--- src/rtl/simd_cmp_pkg.sv ---
package simd_cmp_pkg;

  typedef enum logic [2:0] {
    PRED_EQ    = 3'd0,
    PRED_LT    = 3'd1,
    PRED_LE    = 3'd2,
    PRED_UNORD = 3'd3,
    PRED_NEQ   = 3'd4,
    PRED_NLT   = 3'd5,
    PRED_NLE   = 3'd6,
    PRED_ORD   = 3'd7
  } pred_e;

  // Low two bits pick the base relation, the top bit inverts it.
  function automatic logic pred_apply(pred_e p, logic eq, logic lt,
                                      logic le, logic un);
    logic base;
    case (p[1:0])
      2'd0:    base = eq;
      2'd1:    base = lt;
      2'd2:    base = le;
      default: base = un;
    endcase
    return base ^ p[2];
  endfunction

endpackage

--- src/rtl/fp_lane_rel.sv ---
module fp_lane_rel #(
  parameter int EXP_W = 8,
  parameter int MAN_W = 23,
  localparam int W = 1 + EXP_W + MAN_W
) (
  input  logic [W-1:0] a,
  input  logic [W-1:0] b,
  output logic         eq,
  output logic         lt,
  output logic         le,
  output logic         unord
);
  logic a_nan, b_nan, both_zero, a_s, b_s, mag_lt, mag_gt, raw_lt;

  always_comb begin
    a_s   = a[W-1];
    b_s   = b[W-1];
    a_nan = (&a[W-2:MAN_W]) && (|a[MAN_W-1:0]);
    b_nan = (&b[W-2:MAN_W]) && (|b[MAN_W-1:0]);
    unord = a_nan | b_nan;
    both_zero = (a[W-2:0] == '0) && (b[W-2:0] == '0);
    mag_lt = a[W-2:0] < b[W-2:0];
    mag_gt = a[W-2:0] > b[W-2:0];
    if (both_zero)         raw_lt = 1'b0;
    else if (a_s != b_s)   raw_lt = a_s;
    else if (a_s)          raw_lt = mag_gt;
    else                   raw_lt = mag_lt;
    eq = !unord && ((a == b) || both_zero);
    lt = !unord && raw_lt;
    le = lt | eq;
  end
endmodule

--- src/rtl/lane_mask_gen.sv ---
module lane_mask_gen
  import simd_cmp_pkg::*;
#(
  parameter int EXP_W = 8,
  parameter int MAN_W = 23,
  localparam int W = 1 + EXP_W + MAN_W
) (
  input  logic [W-1:0] a,
  input  logic [W-1:0] b,
  input  pred_e        code,
  output logic [W-1:0] mask,
  output logic         nan_seen
);
  logic eq, lt, le, un;

  fp_lane_rel #(.EXP_W(EXP_W), .MAN_W(MAN_W)) u_rel (
    .a(a), .b(b), .eq(eq), .lt(lt), .le(le), .unord(un)
  );

  always_comb begin
    mask     = {W{pred_apply(code, eq, lt, le, un)}};
    nan_seen = un;
  end
endmodule

--- src/rtl/simd_cmp_mask.sv ---
module simd_cmp_mask
  import simd_cmp_pkg::*;
#(
  parameter int REG_W  = 128,
  parameter int SP_EXP = 8,
  parameter int SP_MAN = 23,
  parameter int DP_EXP = 11,
  parameter int DP_MAN = 52
) (
  input  logic             clk,
  input  logic             rst,
  input  logic             in_valid,
  input  logic [2:0]       pred,
  input  logic             dbl_sel,
  input  logic             scalar_sel,
  input  logic [REG_W-1:0] dst_in,
  input  logic [REG_W-1:0] src_in,
  output logic [REG_W-1:0] res_out,
  output logic             res_valid,
  output logic             invalid_flag
);
  localparam int SP_W     = 1 + SP_EXP + SP_MAN;
  localparam int DP_W     = 1 + DP_EXP + DP_MAN;
  localparam int SP_LANES = REG_W / SP_W;
  localparam int DP_LANES = REG_W / DP_W;

  pred_e                code;
  logic [REG_W-1:0]     sp_mask, dp_mask, next_res;
  logic [SP_LANES-1:0]  sp_nan;
  logic [DP_LANES-1:0]  dp_nan;
  logic                 next_nan;

  assign code = pred_e'(pred);

  for (genvar g = 0; g < SP_LANES; g++) begin : g_sp
    lane_mask_gen #(.EXP_W(SP_EXP), .MAN_W(SP_MAN)) u_lane (
      .a(dst_in[g*SP_W +: SP_W]), .b(src_in[g*SP_W +: SP_W]), .code(code),
      .mask(sp_mask[g*SP_W +: SP_W]), .nan_seen(sp_nan[g])
    );
  end

  for (genvar g = 0; g < DP_LANES; g++) begin : g_dp
    lane_mask_gen #(.EXP_W(DP_EXP), .MAN_W(DP_MAN)) u_lane (
      .a(dst_in[g*DP_W +: DP_W]), .b(src_in[g*DP_W +: DP_W]), .code(code),
      .mask(dp_mask[g*DP_W +: DP_W]), .nan_seen(dp_nan[g])
    );
  end

  always_comb begin
    case ({dbl_sel, scalar_sel})
      2'b00: begin next_res = sp_mask; next_nan = |sp_nan; end
      2'b01: begin
        next_res = {dst_in[REG_W-1:SP_W], sp_mask[SP_W-1:0]};
        next_nan = sp_nan[0];
      end
      2'b10: begin next_res = dp_mask; next_nan = |dp_nan; end
      default: begin
        next_res = {dst_in[REG_W-1:DP_W], dp_mask[DP_W-1:0]};
        next_nan = dp_nan[0];
      end
    endcase
  end

  always_ff @(posedge clk) begin
    if (rst) begin
      res_out      <= '0;
      res_valid    <= 1'b0;
      invalid_flag <= 1'b0;
    end else begin
      res_valid <= in_valid;
      if (in_valid) begin
        res_out <= next_res;
        if (next_nan) invalid_flag <= 1'b1;
      end
    end
  end

  // Assertions
  p_latency_r1: assert property (@(posedge clk) disable iff (rst)
    in_valid |=> res_valid);
  p_hold_r1: assert property (@(posedge clk) disable iff (rst)
    !in_valid |=> (!res_valid && $stable(res_out)));

  for (genvar k = 0; k < SP_LANES; k++) begin : g_chk
    p_lane_mask_r2: assert property (@(posedge clk) disable iff (rst)
      (in_valid && !scalar_sel) |=>
        (res_out[k*SP_W +: SP_W] == '0 || res_out[k*SP_W +: SP_W] == '1));
  end

  p_dp_halves_r7: assert property (@(posedge clk) disable iff (rst)
    (in_valid && !scalar_sel && dbl_sel) |=>
      (res_out[DP_W-1:DP_W-SP_W] == res_out[SP_W-1:0]));

  p_scalar_keep_r8: assert property (@(posedge clk) disable iff (rst)
    (in_valid && scalar_sel) |=>
      (res_out[REG_W-1:DP_W] == $past(dst_in[REG_W-1:DP_W])));

  p_sticky_r9: assert property (@(posedge clk) disable iff (rst)
    invalid_flag |=> invalid_flag);
endmodule

--- config.mk ---
export PLATFORM = sky130hd
export DESIGN_NAME = simd_cmp_mask
export DESIGN_NICKNAME = d
export VERILOG_FILES = /design/src/rtl/simd_cmp_pkg.sv /design/src/rtl/fp_lane_rel.sv /design/src/rtl/lane_mask_gen.sv /design/src/rtl/simd_cmp_mask.sv
export SDC_FILE = /design/constraint.sdc
export NUM_CORES = 1
export LEC_CHECK = 0
export ABC_CLOCK_PERIOD_IN_PS = 6540
export BUFFER_PORTS_ARGS = -buffer_cell sky130_fd_sc_hd__buf_2
export CAP_MARGIN = 5
export CORE_AREA = 2 2 152 154
export DETAILED_ROUTE_END_ITERATION = 8
export DIE_AREA = 0 0 154 156
export GPL_TIMING_DRIVEN = 1
export PLACE_DENSITY = 0.68
export SETUP_SLACK_MARGIN = 0.3
export SYNTH_ARGS = -nofsm -noshare
export SYNTH_HDL_FRONTEND = slang
export SYNTH_SLANG_ARGS = --single-unit
--- constraint.sdc ---
create_clock -name clk -period 6.54 [get_ports clk]
set_input_delay 0.981 -clock clk [delete_from_list [all_inputs] [get_ports clk]]
set_output_delay 0.981 -clock clk [all_outputs]
set_load 0.05 [all_outputs]
==> run metrics <==
pwr/cell area 190 mW/mm^2; Final Routed Wirelength approximately 32000 um; Simple-Gate Fraction of Synth Area 26.6%; startpoint types input port; #FFs+latches synth between 90 and 100; Max-Cap Viols 0; Fin. Hold Viols 0; Synth Warn # 0; routed via count ~9800; R2R cell count 3; commonest non-fill, non-tap cell in the layout buf_2; number of synthesized flops with an enable pin 0; GRT overflow 0; kind of critical path input port to register; M3 GR Usage 5.03%; Hold Path Class register to register; TritonCTS Sinks 99; Pleak approximately 0.0053 uW; Antenna Nets Post-Route 0; Top FF cell, synth dfxtp_1; core area roughly 0.022 mm^2; RSZ-0062 raised after global routing no; Most Crowded Layer GR met2; Period minus WS final roughly 4.3 ns; VDD IR max between 0.1 and 0.15 mV; clock buffers created by TritonCTS 9; Post-Synthesis Cells between 1000 and 1500; CTS clk-pin slew, worst paths 0.08 ns; Worst Path Required about 6.8 ns; setup_tns 0 ns; Yosys top cell area share 23.1%; Layout Area Growth over Synthesis 26.1%; I/O Buffers 393; Area after DPL 0.0105 mm^2; adder-cell share of the synthesized area 18.7%; CTS tree done; mux contribution to synthesized area 0.350%; FP Rows 55; Skew-Pair Late Insertion Delay about 0.36 ns; register area about 0.0020 mm^2; drc violations 0; Max-slew headroom 42.1%; Synth Area in Compound Gates approximately a fifth; starting density of the core between 30% and 40%; post_cts resized 0; detailed-router iteration count before antenna repair 5; Die X-Extent approximately 150 um; ys async rst share 0%; Final setup viols 0; Post-CTS Hold Buffers 0; Slew @ Worst Pin 0.866 ns; XOR/XNOR Fraction of Synth Area 0.408%; drt wl/cell around 18 um; register area share after synthesis between 20% and 30%; Mapped Avg Cell Area 7.65 um^2; design area ~0.011 mm^2; Crit Path Max Fanout 17; H-tree depth 3; initial detailed-routing violation count 558; largest net degree at the start of global routing 65; most frequent cells in the layout buf_2, inv_1, ha_1; Total GRT Usage around 26%; Critical Path End Type register; first-pass GRT wire length around 50000 um; share of layout cells above drive strength 1 between 30% and 40%; post-DP HPWL between 20000 and 30000 um; Worst Hold Slack just under 0.5 ns; vias in the first global route between 9000 and 10000; filler cell count about 2300; nets@finish approximately 1800; die area roughly 0.024 mm^2; Longest Clk Path Bufs 2; status finished, final reports clean; WP data arrival between 4 and 5 ns; routing usage on met1 approximately a third; setup bufs post-CTS 0; initial antenna violation count 2; met2 usage in global routing a little under half; Vias/cell 5.64; cell taking the most area after synthesis dfxtp_1; Final period util between 60 and 70%; Max Slew Vio Count 0; Syn Nets 1513; IO Pins 394; Setup Skew 0 ns; Cell Area, Synth 0.00858 mm^2; GPL Wtd Cong between 0.9 and 1; Synth area leaders dfxtp_1, ha_1, inv_1; CTS root buffer clkbuf_16; multi-input logic area about 0.0057 mm^2; fmax ~230 MHz; largest family of logic cells by synthesized area simple AND/OR/NAND/NOR gates; die height 156 um; Yosys cell types approximately 70; Worst Hold Depth 2
==> cell families after synthesis <==
| kind of cell | Yosys count |
|---|---|
| multiplexers | 3 |
| XOR/XNOR | 4 |
| AND/OR/NAND/NOR | 428 |
| adder cells (fa/ha/maj) | 128 |
| flip-flops | 99 |
| buffers and inverters | 211 |
| AO/OA/AOI/OAI | 248 |
==> critical path, stage by stage <==
cell and delay, ns:
buf_2 0.11, inv_1 0.04, ha_1 0.30, nand4_2 0.14
or4_4 0.59, nor4_4 0.37, o211ai_2 0.15, a21oi_1 0.21
o221ai_2 0.13, mux2i_1 0.18, nor3_4 0.75, buf_4 0.41
a211oi_1 0.12
==> registers in the layout (all words and copies together), names as in the netlist <==
| signal | count |
|---|---|
| res_out | 97 |
| invalid_flag | 1 |
| res_valid | 1 |
==> where the power goes <==
part / internal [uW] / switching (uW) / leakage [uW] / total [uW]
registers: 655 / 30.6 / 0.000824 / 685
logic: 255 / 572 / 0.00437 / 826
clock network: 273 / 267 / 0.000137 / 541
==> synth_stat cells (3+ instances only) <==
cell / instances
ha_1: 128
o31ai_1: 4
nand4bb_1: 3
dfxtp_1: 99
clkbuf_1: 38
nand3_1: 26
and4_1: 5
nand2b_1: 8
a211o_1: 3
a211oi_1: 23
a211oi_2: 20
a31oi_1: 3
buf_6: 3
o31a_1: 3
inv_1: 132
nor2_1: 64
nand4_1: 53
or3_1: 4
a21boi_0: 3
nor4_1: 70
or2_2: 3
nand3b_1: 14
o21a_1: 10
nand2_1: 73
nor3_1: 84
mux2i_1: 3
buf_4: 31
o21ai_0: 37
nor2b_1: 5
a21oi_1: 60
and2_1: 3
buf_2: 6
o211ai_1: 3
xnor2_1: 3
o22ai_1: 51
o32ai_1: 4
==> layer usage <==
metal,wire length [um],vias up,part of all wire [%]
li1,-,4800,-
met1,13400,4593,42
met2,15700,391,49
met5,13,-,0.041
met4,658,2,2.1
met3,2270,51,7.1
==> area by class of cell <==
type / instances / share of cell area (%)
Clock inverter: 6 / 0.451
Tap cell: 285 / 3.30
Inverter: 132 / 4.58
Sequential cell: 99 / 18.3
Timing Repair Buffer: 400 / 18.7
Antenna cell: 1 / 0.0231
Clock buffer: 10 / 2.21
Multi-Input combinational cell: 811 / 52.4
==> path summary, 6_finish.rpt <==
kind / from / endpoint / slack, ns
worst max-delay path: src_in[60] / res_out[50] / 2.27
worst min-delay path: res_out[55] / res_out[55] / 0.49
worst max register to register: res_out[31] / res_out[31] / 5.11
worst min register to register: res_out[55] / res_out[55] / 0.49
==> through the flow <==
stage	instances	setup WS [ns]	utilization, %	power [uW]
floorplan	1121	2.89	-	1270
global placement	1727	1.95	47.1	1510
detailed placement	1727	1.87	47.1	1520
CTS	1743	2.26	48.3	2060
global route	1744	2.02	48.4	2160
finish	1744	2.27	48.4	2050
(Power assumes the default switching activity.)
